## src/rtl/rob_pkg.sv

```systemverilog
// Package: shared defaults and the head-slot action encoding for the
// reorder buffer. Assumes the depth is a power of two so that slot tags
// wrap naturally.
package rob_pkg;
    localparam int unsigned ROB_DEPTH_DEF = 8;
    localparam int unsigned ROB_REG_W_DEF = 4;
    localparam int unsigned ROB_DATA_W_DEF = 32;
    localparam int unsigned ROB_PC_W_DEF = 32;

    // What the oldest slot does in the current cycle.
    typedef enum logic [1:0] {
        HEAD_WAIT  = 2'd0,
        HEAD_REG   = 2'd1,
        HEAD_STORE = 2'd2,
        HEAD_TRAP  = 2'd3
    } head_act_e;
endpackage

```

## src/rtl/rob_ptr_ctrl.sv

```systemverilog
// Module: head/tail pointers and occupancy for the circular slot queue.
// Assumes DEPTH is a power of two (the pointers wrap by overflow) and that
// alloc_fire is never high while full. A flush clears everything in one cycle.
module rob_ptr_ctrl #(
    parameter int unsigned DEPTH = 8,
    localparam int unsigned IDX_W = $clog2(DEPTH),
    localparam int unsigned CNT_W = $clog2(DEPTH + 1)
) (
    input  logic             clk,
    input  logic             rst_n,
    input  logic             alloc_fire,
    input  logic             retire_fire,
    input  logic             flush,
    output logic [IDX_W-1:0] head,
    output logic [IDX_W-1:0] tail,
    output logic [CNT_W-1:0] count,
    output logic             full
);
    // Advance the pointers and track the number of slots in flight.
    always_ff @(posedge clk) begin
        if (!rst_n || flush) begin
            head  <= '0;
            tail  <= '0;
            count <= '0;
        end else begin
            if (alloc_fire)
                tail <= tail + 1'b1;
            if (retire_fire)
                head <= head + 1'b1;
            count <= count + CNT_W'(alloc_fire) - CNT_W'(retire_fire);
        end
    end

    // The queue is full when every slot is in flight.
    always_comb full = (count == CNT_W'(DEPTH));
endmodule

```

## src/rtl/rob_entry_store.sv

```systemverilog
// Module: storage for the reorder buffer slots. Control bits (valid, done,
// exception) are reset and cleared by a flush. Payload fields are written
// only on allocation or completion. A completion to a free slot is dropped.
// Assumes alloc and retire never name the same slot in one cycle.
module rob_entry_store #(
    parameter int unsigned DEPTH  = 8,
    parameter int unsigned REG_W  = 4,
    parameter int unsigned DATA_W = 32,
    parameter int unsigned PC_W   = 32,
    localparam int unsigned IDX_W = $clog2(DEPTH)
) (
    input  logic              clk,
    input  logic              rst_n,
    input  logic              flush,
    input  logic              alloc_fire,
    input  logic [IDX_W-1:0]  alloc_idx,
    input  logic              alloc_is_store,
    input  logic [REG_W-1:0]  alloc_dest,
    input  logic [PC_W-1:0]   alloc_pc,
    input  logic              cmp_valid,
    input  logic [IDX_W-1:0]  cmp_idx,
    input  logic [DATA_W-1:0] cmp_data,
    input  logic [DATA_W-1:0] cmp_addr,
    input  logic              cmp_exc,
    input  logic              retire_fire,
    input  logic [IDX_W-1:0]  retire_idx,
    output logic [DEPTH-1:0]  e_valid,
    output logic [DEPTH-1:0]  e_done,
    output logic [DEPTH-1:0]  e_exc,
    output logic [DEPTH-1:0]  e_store,
    output logic [REG_W-1:0]  e_dest [DEPTH],
    output logic [DATA_W-1:0] e_data [DEPTH],
    output logic [DATA_W-1:0] e_addr [DEPTH],
    output logic [PC_W-1:0]   e_pc   [DEPTH]
);
    // Per-slot control bits: allocation, completion, retirement, flush.
    always_ff @(posedge clk) begin
        if (!rst_n || flush) begin
            e_valid <= '0;
            e_done  <= '0;
            e_exc   <= '0;
        end else begin
            for (int i = 0; i < DEPTH; i++) begin
                if (alloc_fire && alloc_idx == IDX_W'(i)) begin
                    e_valid[i] <= 1'b1;
                    e_done[i]  <= 1'b0;
                    e_exc[i]   <= 1'b0;
                end else begin
                    if (retire_fire && retire_idx == IDX_W'(i))
                        e_valid[i] <= 1'b0;
                    if (cmp_valid && cmp_idx == IDX_W'(i) && e_valid[i]) begin
                        e_done[i] <= 1'b1;
                        e_exc[i]  <= cmp_exc;
                    end
                end
            end
        end
    end

    // Per-slot payload: static fields at allocation, results at completion.
    always_ff @(posedge clk) begin
        for (int i = 0; i < DEPTH; i++) begin
            if (alloc_fire && alloc_idx == IDX_W'(i)) begin
                e_store[i] <= alloc_is_store;
                e_dest[i]  <= alloc_dest;
                e_pc[i]    <= alloc_pc;
            end
            if (cmp_valid && cmp_idx == IDX_W'(i) && e_valid[i]) begin
                e_data[i] <= cmp_data;
                e_addr[i] <= cmp_addr;
            end
        end
    end
endmodule

```

## src/rtl/rob_fwd_cam.sv

```systemverilog
// Module: associative search of the slots by destination register. Only
// valid register-type slots take part. Among the matches, the slot furthest
// from the head (the youngest) wins. Purely combinational.
module rob_fwd_cam #(
    parameter int unsigned DEPTH  = 8,
    parameter int unsigned REG_W  = 4,
    parameter int unsigned DATA_W = 32,
    localparam int unsigned IDX_W = $clog2(DEPTH)
) (
    input  logic [DEPTH-1:0]  e_valid,
    input  logic [DEPTH-1:0]  e_done,
    input  logic [DEPTH-1:0]  e_store,
    input  logic [REG_W-1:0]  e_dest [DEPTH],
    input  logic [DATA_W-1:0] e_data [DEPTH],
    input  logic [IDX_W-1:0]  head,
    input  logic [REG_W-1:0]  lk_reg,
    output logic              lk_hit,
    output logic              lk_ready,
    output logic [DATA_W-1:0] lk_data,
    output logic [IDX_W-1:0]  lk_tag
);
    logic [IDX_W-1:0] best_age;

    // Pick the youngest matching slot by its distance from the head.
    always_comb begin
        lk_hit   = 1'b0;
        best_age = '0;
        lk_tag   = '0;
        for (int i = 0; i < DEPTH; i++) begin
            logic [IDX_W-1:0] age;
            age = IDX_W'(i) - head;
            if (e_valid[i] && !e_store[i] && e_dest[i] == lk_reg &&
                (!lk_hit || age > best_age)) begin
                lk_hit   = 1'b1;
                best_age = age;
                lk_tag   = IDX_W'(i);
            end
        end
    end

    // Value and readiness of the winning slot.
    always_comb begin
        lk_ready = lk_hit && e_done[lk_tag];
        lk_data  = e_data[lk_tag];
    end
endmodule

```

## src/rtl/rob_core.sv

```systemverilog
// Module: reorder buffer top. Completion is out of order, retirement is in
// order. The head slot is decoded into a single action per cycle: wait,
// register write, store, or trap (flush). The retire ports are
// combinational from the head slot and the slot leaves at the next edge.
// Assumes DEPTH is a power of two.
module rob_core
    import rob_pkg::*;
#(
    parameter int unsigned DEPTH  = ROB_DEPTH_DEF,
    parameter int unsigned REG_W  = ROB_REG_W_DEF,
    parameter int unsigned DATA_W = ROB_DATA_W_DEF,
    parameter int unsigned PC_W   = ROB_PC_W_DEF,
    localparam int unsigned IDX_W = $clog2(DEPTH),
    localparam int unsigned CNT_W = $clog2(DEPTH + 1)
) (
    input  logic              clk,
    input  logic              rst_n,
    input  logic              alloc_req,
    input  logic              alloc_is_store,
    input  logic [REG_W-1:0]  alloc_dest,
    input  logic [PC_W-1:0]   alloc_pc,
    output logic              alloc_ready,
    output logic [IDX_W-1:0]  alloc_tag,
    input  logic              cmp_valid,
    input  logic [IDX_W-1:0]  cmp_tag,
    input  logic [DATA_W-1:0] cmp_data,
    input  logic [DATA_W-1:0] cmp_addr,
    input  logic              cmp_exc,
    output logic              rf_we,
    output logic [REG_W-1:0]  rf_waddr,
    output logic [DATA_W-1:0] rf_wdata,
    output logic              st_we,
    output logic [DATA_W-1:0] st_addr,
    output logic [DATA_W-1:0] st_data,
    output logic              exc_start,
    output logic [PC_W-1:0]   exc_pc,
    input  logic [REG_W-1:0]  lk_reg,
    output logic              lk_hit,
    output logic              lk_ready,
    output logic [DATA_W-1:0] lk_data,
    output logic [IDX_W-1:0]  lk_tag
);
    logic [IDX_W-1:0]  head;
    logic [IDX_W-1:0]  tail;
    logic [CNT_W-1:0]  occupancy;
    logic              full;
    logic              alloc_fire;
    logic              retire_fire;
    logic              flush;
    head_act_e         head_act;

    logic [DEPTH-1:0]  e_valid;
    logic [DEPTH-1:0]  e_done;
    logic [DEPTH-1:0]  e_exc;
    logic [DEPTH-1:0]  e_store;
    logic [REG_W-1:0]  e_dest [DEPTH];
    logic [DATA_W-1:0] e_data [DEPTH];
    logic [DATA_W-1:0] e_addr [DEPTH];
    logic [PC_W-1:0]   e_pc   [DEPTH];

    // Decide what the oldest slot does this cycle.
    always_comb begin
        head_act = HEAD_WAIT;
        if (e_valid[head] && e_done[head]) begin
            if (e_exc[head])
                head_act = HEAD_TRAP;
            else if (e_store[head])
                head_act = HEAD_STORE;
            else
                head_act = HEAD_REG;
        end
    end

    // Derive the handshakes from the head action and the occupancy.
    always_comb begin
        flush       = (head_act == HEAD_TRAP);
        retire_fire = (head_act == HEAD_REG) || (head_act == HEAD_STORE);
        alloc_ready = !full && !flush;
        alloc_fire  = alloc_req && alloc_ready;
        alloc_tag   = tail;
    end

    // Drive the architectural write ports and the trap start from the head.
    always_comb begin
        rf_we     = (head_act == HEAD_REG);
        rf_waddr  = e_dest[head];
        rf_wdata  = e_data[head];
        st_we     = (head_act == HEAD_STORE);
        st_addr   = e_addr[head];
        st_data   = e_data[head];
        exc_start = flush;
        exc_pc    = e_pc[head];
    end

    rob_ptr_ctrl #(.DEPTH(DEPTH)) u_ptr (
        .clk         (clk),
        .rst_n       (rst_n),
        .alloc_fire  (alloc_fire),
        .retire_fire (retire_fire),
        .flush       (flush),
        .head        (head),
        .tail        (tail),
        .count       (occupancy),
        .full        (full)
    );

    rob_entry_store #(
        .DEPTH(DEPTH), .REG_W(REG_W), .DATA_W(DATA_W), .PC_W(PC_W)
    ) u_store (
        .clk            (clk),
        .rst_n          (rst_n),
        .flush          (flush),
        .alloc_fire     (alloc_fire),
        .alloc_idx      (tail),
        .alloc_is_store (alloc_is_store),
        .alloc_dest     (alloc_dest),
        .alloc_pc       (alloc_pc),
        .cmp_valid      (cmp_valid),
        .cmp_idx        (cmp_tag),
        .cmp_data       (cmp_data),
        .cmp_addr       (cmp_addr),
        .cmp_exc        (cmp_exc),
        .retire_fire    (retire_fire),
        .retire_idx     (head),
        .e_valid        (e_valid),
        .e_done         (e_done),
        .e_exc          (e_exc),
        .e_store        (e_store),
        .e_dest         (e_dest),
        .e_data         (e_data),
        .e_addr         (e_addr),
        .e_pc           (e_pc)
    );

    rob_fwd_cam #(.DEPTH(DEPTH), .REG_W(REG_W), .DATA_W(DATA_W)) u_cam (
        .e_valid  (e_valid),
        .e_done   (e_done),
        .e_store  (e_store),
        .e_dest   (e_dest),
        .e_data   (e_data),
        .head     (head),
        .lk_reg   (lk_reg),
        .lk_hit   (lk_hit),
        .lk_ready (lk_ready),
        .lk_data  (lk_data),
        .lk_tag   (lk_tag)
    );
endmodule

```

## config.mk

```make
export PLATFORM = sky130hd
export DESIGN_NAME = rob_core
export DESIGN_NICKNAME = d
export VERILOG_FILES = /design/src/rtl/rob_pkg.sv /design/src/rtl/rob_ptr_ctrl.sv /design/src/rtl/rob_entry_store.sv /design/src/rtl/rob_fwd_cam.sv /design/src/rtl/rob_core.sv
export SDC_FILE = /design/constraint.sdc
export NUM_CORES = 1
export LEC_CHECK = 0
export BUFFER_PORTS_ARGS = -buffer_cell sky130_fd_sc_hd__buf_2
export CAP_MARGIN = 10
export CORE_MARGIN = 10
export CORE_UTILIZATION = 40
export DETAILED_ROUTE_END_ITERATION = 8
export PLACE_DENSITY = 0.58
export SLEW_MARGIN = 20
export SYNTH_ARGS = -nofsm -noshare
export SYNTH_HDL_FRONTEND = slang
export SYNTH_HIERARCHICAL = 1
export SYNTH_SLANG_ARGS = --single-unit
```

## constraint.sdc

```tcl
create_clock -name clk -period 14.3 [get_ports clk]
set_input_delay 1.43 -clock clk [delete_from_list [all_inputs] [get_ports clk]]
set_output_delay 1.43 -clock clk [all_outputs]
set_load 0.01 [all_outputs]
```

Yosys cells after proc, flatten, opt, wreduce, memory -nomap -nowiden

Cells that the tools add are included.

Bits in registers: 842
Input port bits: 113
Output and inout bits: 176
Word-level logic and storage cells: 296

Add/subtract/negate cells: 12
Magnitude comparators: 11
Equal/unequal tests: 33
Multiplexer cells: 66
Bitwise gates (word level): 2
Reductions and logical operators: 105

Operators by type and width:

| cell                | number |
|---|---|
| $bmux 32 s3         | 4 |
| $mux 32             | 8 |
| $logic_and 1x1->1   | 59 |
| $eq 3x3->1 const B  | 12 |
| $mux 3              | 11 |
| $eq 4x4->1          | 8 |
| $mux 1              | 30 |
| $gt 3x3->1          | 7 |
| $eq 3x2->1 const B  | 6 |
| $logic_not 1->1     | 18 |
| $reduce_bool 2->1   | 8 |
| $reduce_or 2->1     | 8 |
| $bmux 1 s3          | 5 |
| $bmux 4 s3          | 1 |
| $sub 3x3->3 const A | 4 |
| $mux 2              | 5 |
| $eq 3x1->1 const B  | 3 |
| $logic_not 3->1     | 3 |
| $logic_or 1x1->1    | 9 |
| $ge 4x4->1 const B  | 2 |
| $lt 3x4->1 const B  | 2 |
| $mux 4              | 2 |
| $not 3->4           | 2 |
| $add 3x1->3 const B | 2 |
| 7 further kinds     | 10 |

Depth between registers and ports, before layout

Depth after elaboration: 36
Gate-level depth with buffers: 58
Gate-level depth less buffers: 54

Hierarchy

Netlist, hierarchy kept.

By module, submodules not included:

| module          | instances | cells each | area each (um^2) | seq. area each (um^2) |
|---|---|---|---|---|
| rob_entry_store | 1         | 921        | 25318.0          | 24743.7 |
| rob_core        | 1         | 428        | 6476.2           | 0.0 |
| rob_fwd_cam     | 1         | 559        | 4091.4           | 0.0 |
| rob_ptr_ctrl    | 1         | 50         | 505.5            | 200.2 |

Worst setup path before layout

No wires, ideal clock.

Kind: input to output
Start: in lk_reg[0]
End: out lk_data[10]
Arrival time: 12.140 ns
Data required time: 12.870 ns
Path slack: 0.730 ns
Cell stages on the path: 57
Buffers on the path: 5
Cell sequence: buf_4 > inv_2 > a222oi_1 > and3_4 > nand2_1 > ha_1 > nand2_1 > a31oi_1 > mux2_2 > ha_1 > o21ai_0 > a32oi_1 > a21o_1 > and2_0 > mux2_2 > ha_1 > nor2b_1 > o21a_1 > [... 21 more ...] > a32oi_1 > o21bai_1 > nand2_1 > nor2_1 > a21oi_1 > a21boi_1 > ha_1 > nor2b_1 > o21a_1 > o211ai_1 > o41ai_4 > a211oi_4 > or2_1 > buf_6 > buf_8 > buf_8 > a211oi_1 > nor4_1

Cells in the longest elaborated chain, start to end: 35
Elaborated cells between the ends (all ways): 69
Those cells by class: 7 x order compare; 8 x eq/ne; 24 x mux; 1 x bitwise; 29 x reduce/logical

Ends and longest elaborated chain:

| item                                          | line              | RTL |
|---|---|---|
| start, declared                               | rob_core.sv:37    | `input logic [REG_W-1:0] lk_reg,` |
| $eq 4x4->1                                    | rob_fwd_cam.sv:32 | `if (e_valid[i] && !e_store[i] && e_dest[i] == lk_reg &&` |
| $logic_and 1x1->1                             | rob_fwd_cam.sv:32 |  |
| $mux 3 or $mux 1 (tied branches)              | rob_fwd_cam.sv:32 |  |
| $gt 3x3->1 or $logic_not 1->1 (tied branches) | rob_fwd_cam.sv:33 | `(!lk_hit \|\| age > best_age)) begin` |
| $logic_or 1x1->1                              | rob_fwd_cam.sv:33 |  |
| $logic_and 1x1->1                             | rob_fwd_cam.sv:32 |  |
| $mux 3 or $mux 1 (tied branches)              | rob_fwd_cam.sv:32 |  |
| $gt 3x3->1 or $logic_not 1->1 (tied branches) | rob_fwd_cam.sv:33 |  |
| [... 18 more ...]                             | --                |  |
| $mux 3 or $mux 1 (tied branches)              | rob_fwd_cam.sv:32 |  |
| $gt 3x3->1 or $logic_not 1->1 (tied branches) | rob_fwd_cam.sv:33 |  |
| $logic_or 1x1->1                              | rob_fwd_cam.sv:33 |  |
| $logic_and 1x1->1                             | rob_fwd_cam.sv:32 |  |
| $mux 3 *                                      | rob_fwd_cam.sv:32 |  |
| $not 3->4 (implied by the code) *             | rob_fwd_cam.sv:44 | `lk_data = e_data[lk_tag];` |
| $bmux 32 s3 *                                 | rob_fwd_cam.sv:44 |  |
| $mux 32 (implied by the code) * (2 in series) | rob_fwd_cam.sv:44 |  |
| end, declared                                 | rob_core.sv:40    | `output logic [DATA_W-1:0] lk_data,` |

Mark *: on every way between the ends. The rest lies on a longest branch, timed or not. The select of a mux whose other input is x is not followed.

Final worst setup path

Start: in lk_reg[1]
End: out lk_data[8]

The elaborated chain is that of the path after synthesis.

==> flow_metrics.env <==
export IMPL_fin_worst_skew_ns=0.02668
export IMPL_drive_gt1_share_pct=36.97
export IMPL_initialDrtViolationCount=1824
export IMPL_synth_top_area_cell="edfxtp_1"
export IMPL_htree_num_levels=3
export IMPL_first_pass_iters=5
export IMPL_yosysUniqueCellTypes=78
export IMPL_p_seq_share_pct=51.8
export IMPL_clock_latency_ns=0.65
export IMPL_root_buffer="clkbuf_16"
export IMPL_setup_viol=0
export IMPL_synth_cells=1958
export IMPL_end_kind="output port"
export IMPL_drc=0
export IMPL_synth_ff_type="edfxtp_1"
export IMPL_grt_overflow_total=0
export IMPL_initial_core_util_pct=40.37
export IMPL_gp_congestion=0.8074
export IMPL_worst_pin_slew_ns=1.018
export IMPL_p_clk_share_pct=43.7
export IMPL_viasPerCell=5.767
export IMPL_antenna_found_initial=23
export IMPL_placedCellCount=3306
export IMPL_core_area_sq_mm=0.09015
export IMPL_synth_warnings=6
export IMPL_cts_tree="built"
export IMPL_fp_dieH_microns=321.6
export IMPL_layout_min_cycle_time_ns=13.84
export IMPL_cts_sinks=842
export IMPL_grt_pass1_vias=21251
export IMPL_async_reset_ff_share_pct=0
export IMPL_ant_nets=0
export IMPL_p_sw_share_pct=20.73
export IMPL_peakVddDrop_mv=0.1037
export IMPL_dp_slack_ns=-0.5529
export IMPL_grt_usage_pct=17.83
export IMPL_rows=110
export IMPL_cts_buffers=92
export IMPL_final_nets=2393
export IMPL_dpl_hpwl_microns=53280
export IMPL_wl_microns=94560
export IMPL_clk_pin_slew_ns=0.06
export IMPL_yosysMostFrequentCell="edfxtp_1"
export IMPL_place_area_sq_mm=0.03886
export IMPL_instances_no_fill=3502
export IMPL_io_pins=289
export IMPL_leakage_nw=13.47
export IMPL_path_common_cell="ha_1"
export IMPL_max_slew_margin_rel_pct=32.12
export IMPL_fin_ws_ns=0.4615
export IMPL_via_count=20195
export IMPL_crit_arrival_ns=12.41
export IMPL_synth_area_sq_mm=0.03639
export IMPL_wire_per_inst_microns=27.00
export IMPL_dieWidth_microns=321.6
export IMPL_grt_pass1_wl_microns=139400
export IMPL_p_total_w=0.005373
export IMPL_yosys_top_cells_count="edfxtp_1 (808), mux4_2 (204), a211oi_1 (131), nor3b_1 (131), mux2_2 (106)"
export IMPL_crit_path_top_delay_cell="nor4_2"
export IMPL_power_density_mw_per_mm2=126.8
export IMPL_port_buffers=288
export IMPL_slew_viol_final=0
export IMPL_worst_ep_required_time_ns=12.87
export IMPL_startpoint_type="input pin"
export IMPL_fin_hold_ws_ns=0.4700
export IMPL_synth_enable_flop_cells=808
export IMPL_cap_violations=0
export IMPL_comb_power_share_pct=4.6
export IMPL_cp_max_fo=18
export IMPL_intPower_w=0.004260
export IMPL_critical_path_class="in -> out"
export IMPL_clockBufferDepth=3
export IMPL_status="completed"
export IMPL_fmax_mhz=72.26
export IMPL_synth_top_area_share_pct=66.67
export IMPL_hp_class="reg -> reg"
export IMPL_slowest_delay_ns=0.53
export IMPL_synth_seq_cells=842
export IMPL_avgSynthCellArea_sq_um=18.59
export IMPL_syn_nets=2103
export IMPL_area_delta_synth_final_pct=16.43
export IMPL_hold_violations=0
export IMPL_fin_area_sq_mm=0.04237
export IMPL_ys_seq_area_share_pct=68.54
export IMPL_synth_area_top_cells="edfxtp_1 (67%), mux4_2 (13%), mux2_2 (3.3%), a211oi_1 (2.7%), nor3b_1 (2.7%)"
export IMPL_fin_crit_sh_pct=96.77
export IMPL_grt_max_degree=133
export IMPL_dieArea_sq_mm=0.1034
export IMPL_switchingPower_w=0.001114
## stage by stage
step / setup TNS, ns / utilization [%]
6_report: 0 / 47.00
5_1_grt: -0.3007 / 46.99
4_1_cts: 0 / 46.59
3_5_place_dp: -8.520 / 43.11
3_3_place_gp: -1.166 / 43.11
2_1_floorplan: 0 / -
## state kept, by name, summed over array words and instances, names as in the netlist
name / flops
u_store/e_store: 8
u_store/e_exc: 8
u_store/e_pc: 256
u_store/e_data: 256
u_store/e_dest: 32
u_ptr/head: 3
u_ptr/count: 4
u_store/e_addr: 256
u_ptr/tail: 3
u_store/e_valid: 8
u_store/e_done: 8
## routing by layer
| layer | GRT usage, % | vias up | wire (microns) |
|---|---|---|---|
| li1 | - | 8683 | - |
| met1 | 23.00 | 10589 | 38440 |
| met2 | 29.15 | 699 | 45930 |
| met3 | 5.030 | 188 | 7852 |
| met4 | 5.118 | 36 | 2129 |
| met5 | 0 | - | 208 |
## cell families after synthesis
logic type               synth area share (%)
AO/OA/AOI/OAI                           4.793
XOR/XNOR                               0.5295
adder cells (fa/ha/maj)                 1.121
buffers and inverters                   3.101
flip-flops                              68.54
multiplexers                            16.46
AND/OR/NAND/NOR                         5.453
## cell usage in the layout (no fill, tap or decap), drive strengths merged, types with 10 or more instances in the layout
master / netlist / layout
nor2b: 15 / 15
bufinv: 0 / 11
ha: 31 / 31
nand2: 29 / 29
o21ai: 17 / 17
mux2: 107 / 107
nor3b: 132 / 132
clkbuf: 55 / 120
dfxtp: 34 / 34
buf: 106 / 353
nor2: 17 / 17
inv: 44 / 39
and3: 10 / 10
a21oi: 13 / 13
clkinv: 1 / 43
a211oi: 135 / 135
xnor2: 13 / 13
edfxtp: 808 / 808
mux4: 204 / 204
nand2b: 12 / 12
nand3: 16 / 16
mux2i: 19 / 19
nor4: 37 / 37
## worst max-delay path: cells and delay by family
kind | cells | cell delay (ns)
muxes | 5 | 1.67
adders and majority gates | 7 | 1.96
and+or+nand+nor | 13 | 2.27
buffers and inverters | 8 | 1.13
AOI/OAI and AO/OA | 24 | 3.91
## timing repair
item | CTS | global route
pin swaps | 4 | 15
hold buffers | 0 | 0
buffers inserted | 7 | 12
cloned | 1 | 3
endpoints found under the setup margin | 33 | 36
hold endpoints to repair | 0 | 0
resized for setup | 11 | 32
## power groups by stage
stage	combinational (W)	sequential (W)	clock [W]
after global routing	0.000271	0.00278	0.00251
final	0.000245	0.00278	0.00235
after detailed placement	0.000247	0.00283	0
after CTS	0.000249	0.00278	0.00241
after global placement	0.000239	0.00283	0
after floorplan	0.000126	0.00283	0
## final cells by class
class | instances | area [sq um]
fillers | 7637 | 47780
flip-flops and latches | 842 | 24960
multi-input cells | 910 | 10550
clock buffers | 116 | 2435
repair buffers | 357 | 2217
well taps | 1176 | 1471
clock inverters | 51 | 555.5
inverters | 45 | 168.9
diodes | 5 | 12.51
## worst paths after layout
path         slack [ns]                            end  cells past startpoint                          start
min                0.47  u_store/e_exc[7]$_SDFFE_PP0P_                      2  u_store/e_exc[7]$_SDFFE_PP0P_
max                0.46                     lk_data[8]                     57                      lk_reg[1]
max reg2reg        8.74    u_store/e_pc[232]$_DFFE_PP_                     12     u_ptr/head[0]$_SDFFE_PP0P_
min reg2reg        0.47  u_store/e_exc[7]$_SDFFE_PP0P_                      2  u_store/e_exc[7]$_SDFFE_PP0P_
(Power assumes the default switching activity.)
